$ cat config.mk
export PLATFORM = sky130hd
export DESIGN_NAME = fdx_spi_port
export DESIGN_NICKNAME = d
export VERILOG_FILES = /design/src/rtl/fdx_spi_pkg.sv /design/src/rtl/fdx_spi_fifo.sv /design/src/rtl/fdx_spi_shifter.sv /design/src/rtl/fdx_spi_port.sv
export SDC_FILE = /design/constraint.sdc
export NUM_CORES = 1
export LEC_CHECK = 0
export ABC_CLOCK_PERIOD_IN_PS = 3750
export BUFFER_PORTS_ARGS = -buffer_cell sky130_fd_sc_hd__buf_2
export CAP_MARGIN = 20
export CORE_MARGIN = 2
export CORE_UTILIZATION = 30
export DETAILED_ROUTE_END_ITERATION = 12
export HOLD_SLACK_MARGIN = 0.08
export PLACE_DENSITY = 0.57
export SETUP_SLACK_MARGIN = 0.3
export SLEW_MARGIN = 15
export SYNTH_ARGS = -nofsm -noshare
export SYNTH_HDL_FRONTEND = slang
export SYNTH_SLANG_ARGS = --single-unit
$ cat constraint.sdc
create_clock -name clk -period 3.75 [get_ports clk]
set_clock_uncertainty 0.2 [all_clocks]
set_input_delay 0.5625 -clock clk [delete_from_list [all_inputs] [get_ports clk]]
set_output_delay 0.5625 -clock clk [all_outputs]
set_load 0.05 [all_outputs]
$ cat src/rtl/fdx_spi_pkg.sv
package fdx_spi_pkg;
   typedef enum logic [1:0] {
      SH_IDLE  = 2'd0,
      SH_SHIFT = 2'd1,
      SH_GAP   = 2'd2
   } sh_state_t;

   function automatic int lvl_width(input int depth);
      return $clog2(depth + 1);
   endfunction
endpackage

$ cat src/rtl/fdx_spi_fifo.sv
module fdx_spi_fifo #(
   parameter int DW    = 8,
   parameter int DEPTH = 8,
   parameter int LW    = fdx_spi_pkg::lvl_width(DEPTH)
) (
   input  logic          clk,
   input  logic          rst_n,
   input  logic          flush,
   input  logic          push,
   input  logic [DW-1:0] din,
   input  logic          pop,
   output logic [DW-1:0] dout,
   output logic [LW-1:0] level,
   output logic          full,
   output logic          empty
);
   localparam int PW = (DEPTH > 1) ? $clog2(DEPTH) : 1;
   localparam bit POW2 = ((DEPTH & (DEPTH - 1)) == 0);

   logic [DW-1:0] mem [DEPTH];
   logic [PW-1:0] wp, rp, wp_nx, rp_nx;
   logic          do_push, do_pop;

   assign full    = (level == LW'(DEPTH));
   assign empty   = (level == '0);
   assign do_push = push && !full;
   assign do_pop  = pop && !empty;
   assign dout    = mem[rp];

   generate
      if (POW2) begin : g_wrap_nat
         assign wp_nx = wp + 1'b1;
         assign rp_nx = rp + 1'b1;
      end else begin : g_wrap_cmp
         assign wp_nx = (wp == PW'(DEPTH - 1)) ? '0 : wp + 1'b1;
         assign rp_nx = (rp == PW'(DEPTH - 1)) ? '0 : rp + 1'b1;
      end
   endgenerate

   always_ff @(posedge clk) begin
      if (do_push) mem[wp] <= din;
   end

   always_ff @(posedge clk or negedge rst_n) begin
      if (!rst_n) begin
         wp    <= '0;
         rp    <= '0;
         level <= '0;
      end else if (flush) begin
         wp    <= '0;
         rp    <= '0;
         level <= '0;
      end else begin
         if (do_push) wp <= wp_nx;
         if (do_pop)  rp <= rp_nx;
         case ({do_push, do_pop})
            2'b10:   level <= level + 1'b1;
            2'b01:   level <= level - 1'b1;
            default: level <= level;
         endcase
      end
   end
endmodule

$ cat src/rtl/fdx_spi_shifter.sv
module fdx_spi_shifter #(
   parameter int DW        = 8,
   parameter int HALF_DIV  = 2,
   parameter bit LSB_FIRST = 1'b0
) (
   input  logic          clk,
   input  logic          rst_n,
   input  logic          en,
   input  logic          tx_avail,
   input  logic [DW-1:0] tx_data,
   output logic          tx_take,
   output logic          rx_put,
   output logic [DW-1:0] rx_data,
   output logic          sck,
   output logic          cs_n,
   output logic          mosi,
   input  logic          miso
);
   import fdx_spi_pkg::*;

   localparam int CW = $clog2(2 * HALF_DIV);
   localparam int BW = $clog2(DW);
   localparam logic [CW-1:0] HALF_END = CW'(HALF_DIV - 1);
   localparam logic [CW-1:0] GAP_END  = CW'(2 * HALF_DIV - 1);
   localparam logic [BW-1:0] LAST_BIT = BW'(DW - 1);

   sh_state_t     state;
   logic [CW-1:0] cnt;
   logic [BW-1:0] bitc;
   logic          ph;
   logic [DW-1:0] tx_sh, rx_sh, tx_next, rx_next;
   logic          out_bit, half_done, byte_end;

   generate
      if (LSB_FIRST) begin : g_lsb
         assign out_bit = tx_sh[0];
         assign tx_next = {1'b0, tx_sh[DW-1:1]};
         assign rx_next = {miso, rx_sh[DW-1:1]};
      end else begin : g_msb
         assign out_bit = tx_sh[DW-1];
         assign tx_next = {tx_sh[DW-2:0], 1'b0};
         assign rx_next = {rx_sh[DW-2:0], miso};
      end
   endgenerate

   assign half_done = (state == SH_SHIFT) && (cnt == HALF_END);
   assign byte_end  = en && half_done && ph && (bitc == LAST_BIT);
   assign rx_put    = byte_end;
   assign rx_data   = rx_sh;
   assign mosi      = cs_n ? 1'b0 : out_bit;
   assign tx_take   = en && tx_avail &&
                      ((state == SH_IDLE) || (state == SH_GAP) || byte_end);

   always_ff @(posedge clk or negedge rst_n) begin
      if (!rst_n) begin
         state <= SH_IDLE;
         cnt   <= '0;
         bitc  <= '0;
         ph    <= 1'b0;
         sck   <= 1'b0;
         cs_n  <= 1'b1;
         tx_sh <= '0;
         rx_sh <= '0;
      end else if (!en) begin
         state <= SH_IDLE;
         cnt   <= '0;
         bitc  <= '0;
         ph    <= 1'b0;
         sck   <= 1'b0;
         cs_n  <= 1'b1;
      end else begin
         case (state)
            SH_IDLE: begin
               if (tx_avail) begin
                  tx_sh <= tx_data;
                  state <= SH_SHIFT;
                  cs_n  <= 1'b0;
                  cnt   <= '0;
                  ph    <= 1'b0;
                  bitc  <= '0;
               end
            end
            SH_SHIFT: begin
               if (cnt == HALF_END) begin
                  cnt <= '0;
                  if (!ph) begin
                     sck   <= 1'b1;
                     ph    <= 1'b1;
                     rx_sh <= rx_next;
                  end else begin
                     sck <= 1'b0;
                     ph  <= 1'b0;
                     if (bitc == LAST_BIT) begin
                        bitc <= '0;
                        if (tx_avail) tx_sh <= tx_data;
                        else          state <= SH_GAP;
                     end else begin
                        bitc  <= bitc + 1'b1;
                        tx_sh <= tx_next;
                     end
                  end
               end else begin
                  cnt <= cnt + 1'b1;
               end
            end
            SH_GAP: begin
               if (tx_avail) begin
                  tx_sh <= tx_data;
                  state <= SH_SHIFT;
                  cnt   <= '0;
                  ph    <= 1'b0;
                  bitc  <= '0;
               end else if (cnt == GAP_END) begin
                  state <= SH_IDLE;
                  cs_n  <= 1'b1;
                  cnt   <= '0;
               end else begin
                  cnt <= cnt + 1'b1;
               end
            end
            default: state <= SH_IDLE;
         endcase
      end
   end
endmodule

$ cat src/rtl/fdx_spi_port.sv
module fdx_spi_port #(
   parameter int DW        = 8,
   parameter int DEPTH     = 8,
   parameter int AW        = 16,
   parameter int HALF_DIV  = 2,
   parameter bit LSB_FIRST = 1'b0,
   parameter int LW        = fdx_spi_pkg::lvl_width(DEPTH)
) (
   input  logic          clk,
   input  logic          rst_n,
   input  logic          legacy_en,
   input  logic          bus_wr,
   input  logic [AW-1:0] bus_addr,
   input  logic [DW-1:0] bus_wdata,
   input  logic          bus_rd,
   output logic [DW-1:0] bus_rdata,
   output logic          spi_sck,
   output logic          spi_cs_n,
   output logic          spi_mosi,
   input  logic          spi_miso,
   output logic [LW-1:0] tx_level,
   output logic [LW-1:0] rx_level,
   output logic          tx_ovf,
   output logic          rx_ovf,
   output logic          rx_unf
);
   generate
      if (DW < 2)       begin : g_bad_dw   $error("DW must be at least 2");       end
      if (DEPTH < 2)    begin : g_bad_dep  $error("DEPTH must be at least 2");    end
      if (HALF_DIV < 1) begin : g_bad_div  $error("HALF_DIV must be at least 1"); end
      if (AW < 1)       begin : g_bad_aw   $error("AW must be at least 1");       end
   endgenerate

   logic          addr_unused;
   logic          flush;
   logic          tx_push, tx_take, tx_full, tx_empty;
   logic [DW-1:0] tx_dout;
   logic          rx_put, rx_pop, rx_full, rx_empty;
   logic [DW-1:0] rx_din, rx_dout;

   assign addr_unused = ^bus_addr;
   assign flush       = !legacy_en;
   assign tx_push     = legacy_en && bus_wr;
   assign rx_pop      = legacy_en && bus_rd;
   assign bus_rdata   = (legacy_en && !rx_empty) ? rx_dout : '0;

   fdx_spi_fifo #(.DW(DW), .DEPTH(DEPTH), .LW(LW)) u_txq (
      .clk(clk), .rst_n(rst_n), .flush(flush),
      .push(tx_push), .din(bus_wdata),
      .pop(tx_take), .dout(tx_dout),
      .level(tx_level), .full(tx_full), .empty(tx_empty)
   );

   fdx_spi_fifo #(.DW(DW), .DEPTH(DEPTH), .LW(LW)) u_rxq (
      .clk(clk), .rst_n(rst_n), .flush(flush),
      .push(rx_put), .din(rx_din),
      .pop(rx_pop), .dout(rx_dout),
      .level(rx_level), .full(rx_full), .empty(rx_empty)
   );

   fdx_spi_shifter #(.DW(DW), .HALF_DIV(HALF_DIV), .LSB_FIRST(LSB_FIRST)) u_eng (
      .clk(clk), .rst_n(rst_n), .en(legacy_en),
      .tx_avail(!tx_empty), .tx_data(tx_dout), .tx_take(tx_take),
      .rx_put(rx_put), .rx_data(rx_din),
      .sck(spi_sck), .cs_n(spi_cs_n), .mosi(spi_mosi), .miso(spi_miso)
   );

   always_ff @(posedge clk or negedge rst_n) begin
      if (!rst_n) begin
         tx_ovf <= 1'b0;
         rx_ovf <= 1'b0;
         rx_unf <= 1'b0;
      end else if (!legacy_en) begin
         tx_ovf <= 1'b0;
         rx_ovf <= 1'b0;
         rx_unf <= 1'b0;
      end else begin
         if (bus_wr && tx_full)  tx_ovf <= 1'b1;
         if (rx_put && rx_full)  rx_ovf <= 1'b1;
         if (bus_rd && rx_empty) rx_unf <= 1'b1;
      end
   end
endmodule

Yosys cells after proc, flatten, opt, wreduce, memory -nomap -nowiden
Memories as Yosys holds them, arrays and structs flattened.
Index checks and enable logic that the tools add are counted.
Widths: inputs -> output; s select.
Storage, ports and cells
  flip-flop bits (word level): 49
  bits in writable memories: 128
  input port bits: 30
  output and inout bits: 22
  word-level logic and storage cells: 162
  memories kept: 2
Memories
  u_rxq.mem: depth 8, bits a word 8, read ports 1, clocked after Yosys merged registers in 0, wr ports 1, line fdx_spi_fifo.sv:20  | logic [DW-1:0] mem [DEPTH];
  u_txq.mem: depth 8, bits a word 8, read ports 1, clocked after Yosys merged registers in 0, wr ports 1, line fdx_spi_fifo.sv:20
Cells by class
  add/subtract/negate cells: 10
  equality and inequality tests: 36
  mux-type cells: 61
  bitwise logic cells: 1
  reductions and logical operators: 35
Operators with widths (count)
  $mux 8: 5
  $mux 3: 13
  $mux 2: 13
  $ne 3x3->1 const B: 7
  $mux 1: 20
  $ne 2x1->1 const B: 10
  $logic_and 1x1->1: 16
  $pmux 4 s2: 2
  $pmux 8 s2: 1
  $reduce_and 4->1: 4
  $add 3x1->3 const B: 5
  $pmux 2 s3: 2
  $ne 3x1->1 const B: 3
  $add 4x1->4 const B: 2
  $eq 2x1->1 const B: 4
  $eq 2x2->1 const B: 4
  $eq 4x4->1 const B: 2
  $logic_not 4->1: 2
  $mux 4: 2
  $sub 4x1->4 const B: 2
  $ne 3x2->1 const B: 2
  $pmux 3 s2: 1
  $reduce_and 6->1: 1
  $logic_not 1->1: 4
  other kinds (13): 16

Logic depth before layout (Yosys ltp)
  depth in word-level cells: 11
  depth in mapped cells: 12
  gate-level depth less buffers: 11

Hierarchy
Synthesis repeated with hierarchy kept, for this count alone.
Second synthesis, totals
  cells, all modules: 509
  area total of the unflattened synthesis: 7977.7 sq um
Modules (own cells, without submodules)
  fdx_spi_fifo: times used 2, cells each 176, area an instance 3160.5 sq um, seq. area each 2172.1 sq um
  fdx_spi_shifter: times used 1, cells each 135, area an instance 1471.4 sq um, seq. area each 651.9 sq um
  fdx_spi_port: times used 1, cells each 22, area an instance 185.2 sq um, seq. area each 75.1 sq um

Worst setup path after synthesis
OpenSTA, ideal clock, no wires.
  path type: register to register
  from: reg u_eng.state[1]
  to: reg u_rxq.level[3]
  setup time: 119 ps
  data arrival time: 2638 ps
  required time: 3431 ps
  setup slack: 794 ps
  cell stages (with the launch flop): 13
  path buffers: 1
  period minus slack after synthesis: 2956 ps
  path through: dfrtp_1 -> inv_1 -> ha_1 -> nand3_2 -> or3_1 -> buf_6 -> and3_1 -> ha_1 -> a21o_1 -> a21oi_1 -> or3_4 -> and3_1 -> o21a_1
On the way
  cells in the longest elaborated chain, start to end: 9
  elaborated cells on any way between the ends: 11
  those cells by class: eq/ne: 4; mux: 2; reduce/logical: 5
Ends and longest elaborated chain
  start, declared: line fdx_spi_shifter.sv:27  | sh_state_t state;
  start signal, assigned: line fdx_spi_shifter.sv:56  | state <= SH_IDLE;
  start signal, assigned: line fdx_spi_shifter.sv:65  | state <= SH_IDLE;
  start signal, assigned: line fdx_spi_shifter.sv:76  | state <= SH_SHIFT;
  $eq 2x1->1 *: line fdx_spi_shifter.sv:46  | assign half_done = (state == SH_SHIFT) && (cnt == HALF_END);
  $logic_and 1x1->1 *: line fdx_spi_shifter.sv:46
  $logic_and 1x1->1 * (3 in series): line fdx_spi_shifter.sv:47  | assign byte_end = en && half_done && ph && (bitc == LAST_BIT);
  $logic_and 1x1->1 *: line fdx_spi_fifo.sv:26  | assign do_push = push && !full;
  $eq 2x1->1 or $eq 2x2->1 (tied branches): line fdx_spi_fifo.sv:56  | case ({do_push, do_pop})
  $pmux 4 s2: line fdx_spi_fifo.sv:56
  $mux 4: line fdx_spi_fifo.sv:49  | end else if (flush) begin
  end signal, assigned: line fdx_spi_fifo.sv:57  | 2'b10: level <= level + 1'b1;
  end signal, assigned: line fdx_spi_fifo.sv:58  | 2'b01: level <= level - 1'b1;
  end signal, assigned: line fdx_spi_fifo.sv:59  | default: level <= level;
  end, declared: line fdx_spi_fifo.sv:13  | output logic [LW-1:0] level,
Mark *: on every way between the ends. The rest lies on a longest branch, timed or not.
A chain may end at the register's enable or synchronous reset.

Worst setup path in the final report
Same ends and word-level chain as after synthesis.

==> results.md <==
* Buffers on Ports at 35
* DRT antenna net count at 0
* Worst relative slew slack at 41.8%
* Starting Density at 30.4%
* Hold Crit Depth at 2
* Worst-path maximum fanout at 9
* Detailed-route vias per instance at 4.71
* H-tree depth at 4
* Most common cell after layout, fill and taps aside: edfxtp_1
* Met2 wire length at 7450 um
* Netlist cell types at 50
* Largest stage delay on the critical path at 0.45 ns
* Ys flop type: edfxtp_1
* M1 WL at 6020 um
* Fillers at 2,394
* CTS root buffer: clkbuf_16
* Clk_lat worst skew at 0.43 ns
* Clock buffer depth at 2
* Worst path required time at 3.87 ns
* Max-slew violations at 0
* Tmin final at 3.14 ns
* PwrDens at 609 mW/mm^2
* Placeable Area at 0.0250 mm^2
* Post-Route WL at 14,200 um
* Setup WS post-layout at 0.612 ns
* Top post-synthesis cells by area: edfxtp_1, dfrtp_1, mux4_2
* Antenna diodes at 0
* Chip width at 163 um
* Worst EP arrival at 3.25 ns
* PnR Total Power at 0.00539 W
* Site Rows at 58
* HP Start: spi_miso
* Pre-CTS setup slack at 0.508 ns
* Via count at 4,125
* DPL Wire Length at 9610 um
* FF-to-FF Start: u_eng.state[1]
* Largest net degree at the start of global routing at 45
* Vias in the first global route at 4,522
* CTS tree: built
* Gpl congestion at 0.816
* Worst Path Class, Setup: reg2reg
* Num Clock Sinks at 177
* Worst-path clk slew at 0.07 ns
* Met3 WL at 523 um
* First-pass GRT wire length at 23,500 um
* Register area at 0.00507 mm^2
* Post-route DRC at 0
* Footprint of the multi-input gates at 0.00240 mm^2
* Global Route Usage Sum at 11.5%
* RSZ-0062 raised after global routing: false
* Synth Instances at 476
* Total negative slack at 0 ns
* Kind of end point of the critical path: register
* Top Layer Used: met4
* Syn Nets at 524
* Setup Buffers After CTS at 0
* Setup crit start: u_eng.state[1]
* Die Area at 0.0266 mm^2
* Max-Cap Viols at 0
* Measured slew at the worst slew-check pin at 0.873 ns
* Synth Warn # at 0
* Reg2reg path depth at 11
* Total grt overflow at 0
* Post-synthesis sequential area ratio at 66.7%
* # setup viols final at 0
* DIE HEIGHT at 163 um
* Post-synth top area share at 50.6%
* Detailed-router iteration count before antenna repair at 4
* IO Count at 52
* NumNets Final at 581
* Non-Filler Instances at 875
* Initial DRC Count at 193
* Seq cells post-synth at 177
* Outcome: finished clean
* Area growth, synth to finish at 16.4%
* Final Hold Fails at 0
* Cell breakdown of the critical path: inv_1 > ha_1 > nand3_2 > or3_4 > and3_1 > ha_1 > a21o_1 > a21oi_1 > nand3_1 > and3_1 > o21a_1
* Hold Crit Class: in2reg
* Cts bufs inserted at 17
* Initial antenna violation count at 0
* Worst setup SP type: register
* Commonest non-fill, non-tap cells in the layout: edfxtp_1, dfrtp_1, buf_2
* WL/cell at 16.2 um
* Synthesized area at 0.00760 mm^2
* Fmax at 319 MHz
* CP max stage cell: or3_4
* Fraction of registers with async set/reset at 27.7%
* Avg Cell Area, Syn at 16.0 um^2
* Cells after DPL at 842
* Period utilisation layout at 83.7%
* Worst VDD drop at 280 uV
* Lkg Pwr at 3.23 nW
* Post-synth EDFFs at 128
* Share of layout cells above drive strength 1 at 25.7%
* Largest area contributor in the netlist: edfxtp_1
==> flip-flops by register name, indices dropped and copies added, names as in the netlist, 3 cells and up <==
| name | flops |
|---|---|
| u_rxq.mem | 64 |
| u_txq.mem | 64 |
| u_eng.rx_data | 8 |
| u_eng.tx_sh | 8 |
| u_rxq.level | 4 |
| u_txq.level | 4 |
| u_eng.bitc | 3 |
| u_rxq.rp | 3 |
| u_rxq.wp | 3 |
| u_txq.rp | 3 |
| u_txq.wp | 3 |
==> per-layer routing <==
layer | up-vias | global-route usage, %
li1 | 1941 | -
met1 | 2108 | 13.6
met2 | 58 | 20.1
met3 | 18 | 3.40
met4 | 0 | 3.98
met5 | - | 0
==> path summary, 6_finish.rpt <==
kind                                    end  slack [ns]
min in group asynchronous    u_txq.level[1]        0.60
setup / recovery             u_rxq.level[3]        0.61
hold reg to reg                      rx_ovf        0.33
setup reg to reg             u_rxq.level[3]        0.61
max in group asynchronous  u_eng.rx_data[3]        2.05
hold / removal             u_eng.rx_data[0]        0.17
==> timing repair <==
action / CTS / global route
endpoints found under the setup margin: 0 / 1
endpoints found under the hold margin: 23 / 0
hold buffers: 1 / 0
resized for setup: 0 / 1
==> through the flow <==
stage	instance area [um^2]	util, %	hold WS, ns
after floorplan	7600	-	0.0669
after global placement	8260	33.0	0.315
after detailed placement	8260	33.0	0.317
after CTS	8830	35.3	0.155
after global routing	8850	35.4	0.168
final	8850	35.4	0.174
==> critical path, delay by kind of cell (launching register included) <==
family | cells | cell delay, ns
flops | 1 | 0.42
compound gates | 3 | 0.55
buf+inv | 1 | 0.09
simple gates | 5 | 1.19
fa+ha+maj | 2 | 0.59
==> kinds of logic after synthesis <==
kind of cell | after synthesis | share of synthesized area [%]
compound gates | 57 | 4.66
xor+xnor | 15 | 1.73
fa+ha+maj | 19 | 3.19
buf+inv | 30 | 1.71
flops | 177 | 66.7
mux | 62 | 13.6
simple gates | 116 | 8.41
==> synthesized netlist by cell type, types with 6 or more instances <==
library cell	instances
a21boi_0	8
a21oi_1	15
and2_1	9
buf_2	8
clkbuf_1	9
dfrtp_1	48
edfxtp_1	128
ha_1	17
inv_1	9
mux2_2	9
mux2i_1	21
mux4_2	32
nand2_1	26
nor2_1	17
nor2b_1	15
nor3_1	13
o21ai_0	13
o22ai_1	7
xnor2_1	9
xor2_1	6
==> power breakdown <==
part	total (W)	switching, W	leakage, nW	internal (W)
Clock	0.00169	0.000802	0.274	0.000883
Sequential	0.00242	0.000179	1.84	0.00225
Combinational	0.00128	0.000741	1.11	0.000541
==> final cells by class <==
type,instances,share of cell area (%)
Sequential cell,177,57.3
Multi-Input combinational cell,269,27.2
Tap cell,330,4.66
Timing Repair Buffer,59,4.13
Clock buffer,17,4.81
Clock inverter,14,1.55
Inverter,9,0.382
No activity file was read; power rests on OpenSTA's default activity.
